### src/rtl/seam_stitch_pkg.sv
package seam_stitch_pkg;

    typedef enum logic [3:0] {
        ST_IDLE,
        ST_PIX_A,
        ST_PIX_B,
        ST_FIND_A,
        ST_FIND_B,
        ST_JUDGE,
        ST_WR_CHILD,
        ST_WR_ROOT,
        ST_NEXT,
        ST_DONE
    } stitch_state_e;

    typedef enum logic {
        SEAM_COLS = 1'b0,
        SEAM_ROWS = 1'b1
    } seam_orient_e;

endpackage

### src/rtl/seam_addr_gen.sv
module seam_addr_gen #(
    parameter int IMG_W   = 8,
    parameter int COORD_W = 3,
    parameter int LEN_W   = 4,
    parameter int IDX_W   = 6
) (
    input  logic               orient,
    input  logic [COORD_W-1:0] pos,
    input  logic [COORD_W-1:0] first,
    input  logic [LEN_W-1:0]   step,
    output logic [IDX_W-1:0]   near_idx,
    output logic [IDX_W-1:0]   far_idx
);
    import seam_stitch_pkg::*;

    localparam logic [IDX_W-1:0] ROW_PITCH = IDX_W'(IMG_W);

    logic [IDX_W-1:0] along;
    logic [IDX_W-1:0] pos_x;

    assign along = IDX_W'(first) + IDX_W'(step);
    assign pos_x = IDX_W'(pos);

    always_comb begin
        if (seam_orient_e'(orient) == SEAM_ROWS) begin
            near_idx = (pos_x - IDX_W'(1)) * ROW_PITCH + along;
            far_idx  = pos_x * ROW_PITCH + along;
        end else begin
            near_idx = along * ROW_PITCH + pos_x - IDX_W'(1);
            far_idx  = along * ROW_PITCH + pos_x;
        end
    end
endmodule

### src/rtl/seam_weight.sv
module seam_weight #(
    parameter int CH_W = 4,
    parameter int NCH  = 3,
    parameter int W_W  = 6
) (
    input  logic [CH_W*NCH-1:0] pix_a,
    input  logic [CH_W*NCH-1:0] pix_b,
    output logic [W_W-1:0]      weight
);
    logic [CH_W-1:0] gap [NCH];

    for (genvar g = 0; g < NCH; g++) begin : g_chan
        logic [CH_W-1:0] ca, cb;
        assign ca     = pix_a[g*CH_W +: CH_W];
        assign cb     = pix_b[g*CH_W +: CH_W];
        assign gap[g] = (ca > cb) ? (ca - cb) : (cb - ca);
    end

    always_comb begin
        weight = '0;
        for (int c = 0; c < NCH; c++) begin
            weight = weight + W_W'(gap[c]);
        end
    end
endmodule

### src/rtl/seam_merge_rule.sv
module seam_merge_rule #(
    parameter int IDX_W   = 6,
    parameter int SIZE_W  = 8,
    parameter int THR_W   = 10,
    parameter int W_W     = 6,
    parameter int MERGE_K = 64
) (
    input  logic              clk,
    input  logic              rst,
    input  logic [IDX_W-1:0]  root_a,
    input  logic [SIZE_W-1:0] size_a,
    input  logic [THR_W-1:0]  thr_a,
    input  logic [IDX_W-1:0]  root_b,
    input  logic [SIZE_W-1:0] size_b,
    input  logic [THR_W-1:0]  thr_b,
    input  logic [W_W-1:0]    weight,
    output logic              do_merge,
    output logic [IDX_W-1:0]  keep_idx,
    output logic [IDX_W-1:0]  child_idx,
    output logic [SIZE_W-1:0] child_size,
    output logic [THR_W-1:0]  child_thr,
    output logic [SIZE_W-1:0] sum_size,
    output logic [THR_W-1:0]  new_thr
);
    localparam logic [THR_W-1:0] K_VAL = THR_W'(MERGE_K);

    logic [THR_W-1:0] w_ext;
    logic             a_keeps;

    assign w_ext    = THR_W'(weight);
    assign do_merge = (root_a != root_b) && (w_ext <= thr_a) && (w_ext <= thr_b);
    assign a_keeps  = (size_a > size_b) || ((size_a == size_b) && (root_a < root_b));

    assign keep_idx   = a_keeps ? root_a : root_b;
    assign child_idx  = a_keeps ? root_b : root_a;
    assign child_size = a_keeps ? size_b : size_a;
    assign child_thr  = a_keeps ? thr_b  : thr_a;
    assign sum_size   = size_a + size_b;
    assign new_thr    = w_ext + K_VAL / THR_W'(sum_size);

    AST_SIZE_NO_WRAP: assert property (@(posedge clk) disable iff (rst)
        do_merge |-> (sum_size > size_a) && (sum_size > size_b)) else $error("size wrap");

    AST_SURVIVOR_NOT_SMALLER: assert property (@(posedge clk) disable iff (rst)
        do_merge |-> (child_size <= (a_keeps ? size_a : size_b))) else $error("bad survivor");
endmodule

### src/rtl/seam_stitcher.sv
module seam_stitcher #(
    parameter int IMG_W   = 8,
    parameter int IMG_H   = 8,
    parameter int CH_W    = 4,
    parameter int NCH     = 3,
    parameter int SIZE_W  = 8,
    parameter int THR_W   = 10,
    parameter int MERGE_K = 64,
    localparam int NPIX    = IMG_W * IMG_H,
    localparam int IDX_W   = $clog2(NPIX),
    localparam int COORD_W = $clog2((IMG_W > IMG_H) ? IMG_W : IMG_H),
    localparam int LEN_W   = COORD_W + 1,
    localparam int PIX_W   = CH_W * NCH,
    localparam int W_W     = CH_W + $clog2(NCH + 1)
) (
    input  logic               clk,
    input  logic               rst,
    input  logic               start,
    input  logic               orient,
    input  logic [COORD_W-1:0] seam_pos,
    input  logic [COORD_W-1:0] seam_first,
    input  logic [LEN_W-1:0]   seam_len,
    output logic [IDX_W-1:0]   pix_addr,
    input  logic [PIX_W-1:0]   pix_data,
    output logic [IDX_W-1:0]   rd_addr,
    input  logic [IDX_W-1:0]   rd_parent,
    input  logic [SIZE_W-1:0]  rd_size,
    input  logic [THR_W-1:0]   rd_thr,
    output logic               wr_en,
    output logic [IDX_W-1:0]   wr_addr,
    output logic [IDX_W-1:0]   wr_parent,
    output logic [SIZE_W-1:0]  wr_size,
    output logic [THR_W-1:0]   wr_thr,
    output logic               done
);
    import seam_stitch_pkg::*;

    stitch_state_e      st;
    logic               orient_q;
    logic [COORD_W-1:0] pos_q, first_q;
    logic [LEN_W-1:0]   len_q, step;
    logic [PIX_W-1:0]   pix_a_q;
    logic [W_W-1:0]     w_q, w_now;
    logic [IDX_W-1:0]   cur;
    logic [IDX_W-1:0]   root_a, root_b;
    logic [SIZE_W-1:0]  size_a, size_b;
    logic [THR_W-1:0]   thr_a, thr_b;

    logic [IDX_W-1:0]   near_idx, far_idx;
    logic               do_merge;
    logic [IDX_W-1:0]   keep_idx, child_idx;
    logic [SIZE_W-1:0]  child_size, sum_size;
    logic [THR_W-1:0]   child_thr, new_thr;

    seam_addr_gen #(.IMG_W(IMG_W), .COORD_W(COORD_W), .LEN_W(LEN_W), .IDX_W(IDX_W)) u_addr (
        .orient(orient_q), .pos(pos_q), .first(first_q), .step(step),
        .near_idx(near_idx), .far_idx(far_idx)
    );

    seam_weight #(.CH_W(CH_W), .NCH(NCH), .W_W(W_W)) u_weight (
        .pix_a(pix_a_q), .pix_b(pix_data), .weight(w_now)
    );

    seam_merge_rule #(.IDX_W(IDX_W), .SIZE_W(SIZE_W), .THR_W(THR_W), .W_W(W_W),
                      .MERGE_K(MERGE_K)) u_rule (
        .clk(clk), .rst(rst),
        .root_a(root_a), .size_a(size_a), .thr_a(thr_a),
        .root_b(root_b), .size_b(size_b), .thr_b(thr_b),
        .weight(w_q), .do_merge(do_merge), .keep_idx(keep_idx),
        .child_idx(child_idx), .child_size(child_size), .child_thr(child_thr),
        .sum_size(sum_size), .new_thr(new_thr)
    );

    assign pix_addr = (st == ST_PIX_A) ? near_idx : far_idx;
    assign rd_addr  = cur;
    assign done     = (st == ST_DONE);

    always_comb begin
        wr_en     = 1'b0;
        wr_addr   = child_idx;
        wr_parent = keep_idx;
        wr_size   = child_size;
        wr_thr    = child_thr;
        if (st == ST_WR_CHILD) begin
            wr_en = 1'b1;
        end else if (st == ST_WR_ROOT) begin
            wr_en   = 1'b1;
            wr_addr = keep_idx;
            wr_size = sum_size;
            wr_thr  = new_thr;
        end
    end

    always_ff @(posedge clk) begin
        if (rst) begin
            st       <= ST_IDLE;
            orient_q <= 1'b0;
            pos_q    <= '0;
            first_q  <= '0;
            len_q    <= '0;
            step     <= '0;
            pix_a_q  <= '0;
            w_q      <= '0;
            cur      <= '0;
            root_a   <= '0;
            root_b   <= '0;
            size_a   <= '0;
            size_b   <= '0;
            thr_a    <= '0;
            thr_b    <= '0;
        end else begin
            case (st)
                ST_IDLE: if (start) begin
                    orient_q <= orient;
                    pos_q    <= seam_pos;
                    first_q  <= seam_first;
                    len_q    <= seam_len;
                    step     <= '0;
                    st       <= (seam_len == '0) ? ST_DONE : ST_PIX_A;
                end
                ST_PIX_A: begin
                    pix_a_q <= pix_data;
                    st      <= ST_PIX_B;
                end
                ST_PIX_B: begin
                    w_q <= w_now;
                    cur <= near_idx;
                    st  <= ST_FIND_A;
                end
                ST_FIND_A: begin
                    if (rd_parent == cur) begin
                        root_a <= cur;
                        size_a <= rd_size;
                        thr_a  <= rd_thr;
                        cur    <= far_idx;
                        st     <= ST_FIND_B;
                    end else begin
                        cur <= rd_parent;
                    end
                end
                ST_FIND_B: begin
                    if (rd_parent == cur) begin
                        root_b <= cur;
                        size_b <= rd_size;
                        thr_b  <= rd_thr;
                        st     <= ST_JUDGE;
                    end else begin
                        cur <= rd_parent;
                    end
                end
                ST_JUDGE:    st <= do_merge ? ST_WR_CHILD : ST_NEXT;
                ST_WR_CHILD: st <= ST_WR_ROOT;
                ST_WR_ROOT:  st <= ST_NEXT;
                ST_NEXT: begin
                    if (step == len_q - LEN_W'(1)) begin
                        st <= ST_DONE;
                    end else begin
                        step <= step + LEN_W'(1);
                        st   <= ST_PIX_A;
                    end
                end
                ST_DONE: st <= ST_IDLE;
                default: st <= ST_IDLE;
            endcase
        end
    end

    AST_DONE_SINGLE: assert property (@(posedge clk) disable iff (rst)
        done |=> !done) else $error("done longer than one cycle");

    AST_WRITES_PAIRED: assert property (@(posedge clk) disable iff (rst)
        $rose(wr_en) |=> wr_en) else $error("child write without root write");

    AST_ROOT_AFTER_CHILD: assert property (@(posedge clk) disable iff (rst)
        (wr_en && $past(wr_en)) |-> (wr_parent == wr_addr) && (wr_addr == $past(wr_parent)))
        else $error("root write does not match child link");

    AST_WRITE_JUSTIFIED: assert property (@(posedge clk) disable iff (rst)
        wr_en |-> (root_a != root_b) && (THR_W'(w_q) <= thr_a) && (THR_W'(w_q) <= thr_b))
        else $error("write without passing merge test");

    AST_STEP_IN_RANGE: assert property (@(posedge clk) disable iff (rst)
        (st != ST_IDLE && st != ST_DONE) |-> (step < len_q)) else $error("step overrun");
endmodule

### config.mk
export PLATFORM = sky130hd
export DESIGN_NAME = seam_stitcher
export DESIGN_NICKNAME = d
export VERILOG_FILES = /design/src/rtl/seam_stitch_pkg.sv /design/src/rtl/seam_addr_gen.sv /design/src/rtl/seam_weight.sv /design/src/rtl/seam_merge_rule.sv /design/src/rtl/seam_stitcher.sv
export SDC_FILE = /design/constraint.sdc
export NUM_CORES = 1
export LEC_CHECK = 0
export ABC_AREA = 1
export BUFFER_PORTS_ARGS = -buffer_cell sky130_fd_sc_hd__buf_2
export CORE_MARGIN = 3
export CORE_UTILIZATION = 25
export CTS_CLUSTER_DIAMETER = 100
export DETAILED_ROUTE_END_ITERATION = 8
export SLEW_MARGIN = 20
export SYNTH_ARGS = -nofsm -noshare
export SYNTH_HDL_FRONTEND = slang
export SYNTH_SLANG_ARGS = --single-unit
### constraint.sdc
create_clock -name clk -period 18.8 [get_ports clk]
set_input_delay 3.76 -clock clk [delete_from_list [all_inputs] [get_ports clk]]
set_output_delay 3.76 -clock clk [all_outputs]
set_load 0.02 [all_outputs]
* Word-level counts from Yosys, hierarchy flattened
Cells that the tools add are included.
** Storage, ports and cells
- Flip-flop bits (word level) :: 91
- Output and inout bits :: 44
- Word-level logic and storage cells :: 104
** Operators by class
- Add/sub/neg operators :: 18
- Divide/modulo/power cells :: 1
- $lt $le $gt $ge :: 7
- Eq/ne operators :: 18
- Multiplexer cells :: 31
- Reduce and logical (&&, ||, !) cells :: 14
** Operator list (count)
- 6-bit two-way mux :: 9
- 4-bit two-way mux :: 11
- 4-bit case mux with 9 select lines :: 1
- 10-bit two-way mux :: 3
- 8-bit two-way mux :: 3
- 4-bit subtractor :: 6
- 6-bit by 10-bit <= comparator with 1-bit output :: 2
- 6-bit case mux with 3 select lines :: 1
- 4-bit by 3-bit == test with 1-bit output (second input constant) :: 4
- 6-bit adder :: 2
- 4-bit > comparator :: 3
- 6-bit by 10-bit adder with 10-bit output :: 1
- 7-bit by 8-bit divider with 10-bit output (first input constant) :: 1
- 2-bit inequality test (second input constant) :: 5
- 8-bit adder :: 1
- 4-bit by 2-bit == test with 1-bit output (second input constant) :: 2
- 4-bit == test (second input constant) :: 2
- 8-bit == test :: 1
- 8-bit > comparator :: 1
- 4-bit logical NOT :: 2
- 4-bit case mux with 2 select lines :: 1
- 2-bit AND reduction :: 4
- 6-bit by 3-bit adder with 6-bit output :: 1
- 6-bit by 4-bit adder with 6-bit output :: 1
- 17 further kinds :: 21

* Longest topological paths before layout
- Depth after elaboration :: 6
- Depth in mapped cells :: 95

* Cells and area by module
Synthesis repeated with hierarchy kept, for this count alone.
** Unflattened totals
- Cells, all modules :: 1452
- Area, all modules :: 9699.3 um^2
** Modules (own cells, without submodules)
- seam_stitcher :: instances 1, cells each 560, area an instance 4197.8 um^2, sequential area each 1821.7 um^2
- seam_merge_rule :: instances 1, cells each 603, area an instance 3719.8 um^2, sequential area each 0.0 um^2
- seam_weight :: instances 1, cells each 207, area an instance 1315.0 um^2, sequential area each 0.0 um^2
- seam_addr_gen :: instances 1, cells each 82, area an instance 466.7 um^2, sequential area each 0.0 um^2

* Worst setup path after synthesis
No wires, ideal clock.
- Kind :: reg-to-output
- From :: register size_b[0]
- To :: output port wr_thr[6]
- Data arrival time :: 12.174 ns
- Data required time :: 15.040 ns
- Setup slack :: 2.866 ns
- Stages on the path, launching flop included :: 90
- Path buffers :: 3
- Path through :: dfxtp_1 > ha_1 > fa_1 > inv_1 > ha_1 > buf_2 > inv_1 > nor2_1 > nand4_1 > nor2_2 > nand2_1 > inv_1 > ha_1 > inv_1 > o21ai_0 > nand2_1 > nand2_1 > nand2_1 > [... 54 more ...] > o21ai_1 > ha_1 > a21oi_1 > nor3_1 > a211oi_1 > nand2_1 > nand2_1 > nand2_1 > ha_1 > fa_1 > nand3_1 > and2_1 > inv_1 > a21oi_1 > o21ai_0 > inv_1 > nor2_1 > o31ai_1
** On the way
- Longest elaborated chain between the ends :: 6
- Elaborated cells between the ends (all ways) :: 10
- Those cells by class :: add/sub (2); div (1); order compare (1); eq/ne (1); mux (3); reduce/logical (2)
** RTL lines
- start: declaration :: line seam_stitcher.sv:46 : logic [SIZE_W-1:0] size_a, size_b;
- start signal: assignment :: line seam_stitcher.sv:144 : size_b <= rd_size;
- branches (longest 5 deep; another with 7-bit by 8-bit divider with 10-bit output)
- 10-bit two-way mux * :: line seam_stitcher.sv:84 : if (st == ST_WR_CHILD) begin
- end: declaration :: line seam_stitcher.sv:33 : output logic [THR_W-1:0] wr_thr,
Mark *: on every way between the ends.

* Final worst setup path
Ends and elaborated chain as after synthesis.

==> flow_metrics.py <==
metrics = {
    "outcome": {
        "run_status": "finished, final reports clean",
    },
    "sta": {
        "max_freq_mhz": 57.1,
        "fin_setup_tns_ps": 0,
        "timing.clock.skew_ps": 11.4,
        "worst-slew-pin-transition_ps": 969,
        "slew_headroom_pct": 35.3,
        "setup_viol": 0,
        "finalHoldViolCount": 0,
        "post-route-period-util_pct": 93.1,
        "finalCriticalPeriod_ps": 17500,
        "timing.final.max_slew_violations": 0,
        "grt_setup_unrepaired": "no",
    },
    "grt": {
        "grt_usage_pct": 13.6,
        "antenna_found_initial": 6,
        "grt_overflow_total": 0,
        "pin_count_of_the_biggest_net_entering_global_routing": 83,
        "grt_pass1_vias": 8366,
        "grt_first_pass_wirelength_um": 42300,
    },
    "setup_path": {
        "cp-start-kind": "register",
        "crit_arrival_ps": 13740,
        "worst-path-buf-inv": 14,
        "end_kind": "output port",
        "r2r_cells": 21,
        "crit_family": "simple AND/OR/NAND/NOR gates",
        "slowest_cell_on_crit_path": "sky130_fd_sc_hd__fa_1",
        "worst-setup-path-type": "reg -> out",
        "worst_ep_required_time_ps": 15040,
        "crit-reg2reg-launch": "pix_a_q[0]",
        "crit_path_max_incr_delay_ps": 510,
        "reg2reg_slack_ps": 15020,
        "cpMostUsedCell": "sky130_fd_sc_hd__nand2_1",
        "critical_path_peak_fanout": 13,
        "rr_endpoint": "w_q[4]",
    },
    "finish": {
        "area.growth.synth_to_final_pct": 14.9,
        "final_net_count": 1569,
        "filler_cell_count": 3838,
        "antennaDiodeCount": 0,
        "finalInstanceArea_sq_um": 10100,
        "layout-drive-gt1-share_pct": 11.8,
        "multiInputGateArea_sq_um": 6070,
        "ff_latch_area_sq_um": 1820,
        "post_layout_nonfiller_instances": 1843,
        "final_core_utilization_pct": 29.6,
    },
    "route": {
        "drt_drc_violations_left": 0,
        "drt_first_pass_iters": 6,
        "dr.first_iter.drc_count": 561,
        "detailroute.wirelength.met3_um": 1420,
        "routedLengthMet1_um": 12100,
        "wl_met2_um": 12100,
        "routed-via-count": 8757,
        "wl_per_cell_um": 14.1,
        "postRouteWirelength_um": 26000,
        "antenna_violating_nets_post_route": 0,
        "vias_per_cell": 4.75,
        "routed.top_layer": "met5",
    },
    "min_path": {
        "worst_hold_path.num_cells": 2,
        "holdCritStartpoint": "pix_a_q[10]",
        "hold_path.class": "reg -> reg",
        "hold-path-endpoint": "pix_a_q[10]",
    },
    "synth": {
        "synthTopCellsByCount": "sky130_fd_sc_hd__nand2_1 (206), sky130_fd_sc_hd__inv_1 (197), sky130_fd_sc_hd__o21ai_0 (164)",
        "postSynth.topFlopCell": "sky130_fd_sc_hd__dfxtp_1",
        "post_synth_design_cell_area_sq_um": 8780,
        "count_of_synthesis_stage_warnings_from_yosys": 0,
        "synth_top_family_by_area": "compound AO/OA/AOI/OAI gates",
        "synthCells": 1318,
        "synth.net_count": 1497,
        "avgSynthCellArea_sq_um": 6.66,
        "synth.ff_latch_count": 91,
        "xor_xnor_portion_of_the_synthesized_cell_area_pct": 5.19,
        "post_synth_main_area_contributors": "sky130_fd_sc_hd__dfxtp_1 (21%), sky130_fd_sc_hd__ha_1 (17%), sky130_fd_sc_hd__o21ai_0 (9.4%)",
        "synth_top_cell_area_share_pct": 20.8,
        "synth_simple_gate_area_share_pct": 21.6,
        "post_synth_num_cell_types": 54,
        "synth_area_leader": "sky130_fd_sc_hd__dfxtp_1",
        "synthMuxAreaShare_pct": 0.599,
        "synth_fa_ha_area_share_pct": 19.5,
        "synth-compound-area-share_pct": 21.6,
        "synth-seq-area-share_pct": 20.8,
        "number_of_enable_flip_flop_cells_after_synthesis": 0,
        "synthMostInstantiatedCell": "sky130_fd_sc_hd__nand2_1",
        "synth_async_reset_ratio_pct": 0,
    },
    "cts": {
        "post_cts_hold_buffer_count": 0,
        "numCtsBuffers": 9,
        "insertion_delay_ps": 350,
        "max-clock-path-buffers": 2,
        "cts_tree": "yes",
        "clk_transition_reported_paths_ps": 70,
        "cts_root_buf": "sky130_fd_sc_hd__clkbuf_16",
        "cts.sinks": 91,
        "cts_htree_levels": 3,
    },
    "die": {
        "chip_width_um": 193,
        "fp.coreArea_sq_um": 34000,
        "core.rowCount": 67,
        "dieHeight_um": 193,
        "die_area_sq_um": 37400,
        "design.portCount": 94,
        "floorplan.initialDensity_pct": 25.8,
    },
    "job": {
        "max_cap_viol_count": 0,
    },
    "placement": {
        "place_inst": 1826,
        "gpl.final_weighted_congestion": 0.921,
        "io_buffer_count": 93,
        "place.detailed.hpwl_um": 20800,
        "dpl_cell_area_sq_um": 9690,
    },
}
[cell type report]
class | count | share of cell area, %
Sequential cell | 91 | 18.1
Multi-Input combinational cell | 982 | 60.3
Clock buffer | 9 | 2.23
Tap cell | 448 | 5.56
Timing Repair Buffer | 101 | 5.21
Clock inverter | 7 | 0.919
Inverter | 205 | 7.75
[placed cells by master (no fill, tap or decap), types with 3 or more instances in the layout]
cell | Yosys | final
sky130_fd_sc_hd__nor2_4 | 1 | 3
sky130_fd_sc_hd__fa_1 | 13 | 13
sky130_fd_sc_hd__o21ai_0 | 164 | 162
sky130_fd_sc_hd__nand3_1 | 57 | 57
sky130_fd_sc_hd__nor4_1 | 5 | 5
sky130_fd_sc_hd__nor2_1 | 126 | 125
sky130_fd_sc_hd__dfxtp_1 | 91 | 91
sky130_fd_sc_hd__a21oi_1 | 133 | 133
sky130_fd_sc_hd__nand2_2 | 5 | 7
sky130_fd_sc_hd__nor3_1 | 11 | 11
sky130_fd_sc_hd__nand3b_1 | 4 | 4
sky130_fd_sc_hd__o31ai_1 | 3 | 3
sky130_fd_sc_hd__inv_2 | 6 | 6
sky130_fd_sc_hd__a211oi_1 | 4 | 4
sky130_fd_sc_hd__o21ai_2 | 4 | 6
sky130_fd_sc_hd__xnor2_1 | 18 | 18
sky130_fd_sc_hd__o21ai_1 | 10 | 10
sky130_fd_sc_hd__mux2i_1 | 3 | 3
sky130_fd_sc_hd__or2_2 | 3 | 3
sky130_fd_sc_hd__inv_1 | 197 | 194
sky130_fd_sc_hd__o22ai_1 | 3 | 3
sky130_fd_sc_hd__clkbuf_16 | 0 | 9
sky130_fd_sc_hd__o221ai_1 | 4 | 4
sky130_fd_sc_hd__and2_1 | 4 | 4
sky130_fd_sc_hd__buf_2 | 3 | 93
sky130_fd_sc_hd__nand3_2 | 6 | 5
sky130_fd_sc_hd__nand2_1 | 206 | 204
sky130_fd_sc_hd__xor2_1 | 34 | 34
sky130_fd_sc_hd__ha_1 | 116 | 115
sky130_fd_sc_hd__o211ai_1 | 8 | 8
sky130_fd_sc_hd__buf_4 | 0 | 8
sky130_fd_sc_hd__nand4_1 | 7 | 7
[per-stage QoR]
| step | worst slack [ps] | hold WS [ps] |
|---|---|---|
| after global routing | 8.66 | 507 |
| after global placement | 1310 | 461 |
| after detailed placement | 811 | 469 |
| after floorplan | 2870 | 444 |
| after CTS | 372 | 480 |
| final | 1300 | 478 |
[how the worst max path moves through the flow]
stage               from  slack, ps  cells past startpoint        end
6_report       size_b[0]       1300                     89  wr_thr[6]
5_1_grt        size_b[0]          9                     88  wr_thr[6]
4_1_cts        size_b[0]        370                     87  wr_thr[6]
3_5_place_dp   size_b[0]        810                     87  wr_thr[6]
3_3_place_gp   size_b[0]       1310                     88  wr_thr[6]
2_1_floorplan  size_b[0]       2870                     89  wr_thr[6]
[what timing repair did]
action / CTS / global route
setup buffers: 0 / 1
resized for setup: 0 / 18
setup endpoints to repair: 0 / 10
hold endpoints to repair: 0 / 0
[per-layer routing]
metal | track usage, % | vias up
met1 | 17.9 | 3997
met5 | 0 | -
met3 | 2.24 | 34
met4 | 2.89 | 8
li1 | - | 4517
met2 | 23.3 | 201
[kinds of logic after synthesis]
group / Yosys count
AND/OR/NAND/NOR: 442
AO/OA/AOI/OAI: 353
buffers and inverters: 245
adder cells (fa/ha/maj): 129
flip-flops: 91
XOR/XNOR: 52
multiplexers: 5
other: 1
[sequential cells by signal, summed over array words and instances, names as in the netlist]
| register | cells |
|---|---|
| st | 4 |
| size_b | 8 |
| orient_q | 1 |
| size_a | 8 |
| root_b | 6 |
| step | 4 |
| len_q | 4 |
| thr_b | 10 |
| rd_addr | 6 |
| thr_a | 10 |
| root_a | 6 |
| first_q | 3 |
| pos_q | 3 |
| w_q | 6 |
| pix_a_q | 12 |
[worst min-delay path, cell delays in order (launching register included)]
cell and delay [ps]:
sky130_fd_sc_hd__dfxtp_1 310, sky130_fd_sc_hd__inv_1 70, sky130_fd_sc_hd__a21oi_1 60
Power is not shown: default switching activity piles up to over one toggle a cycle in this logic, so the estimate is an artifact.
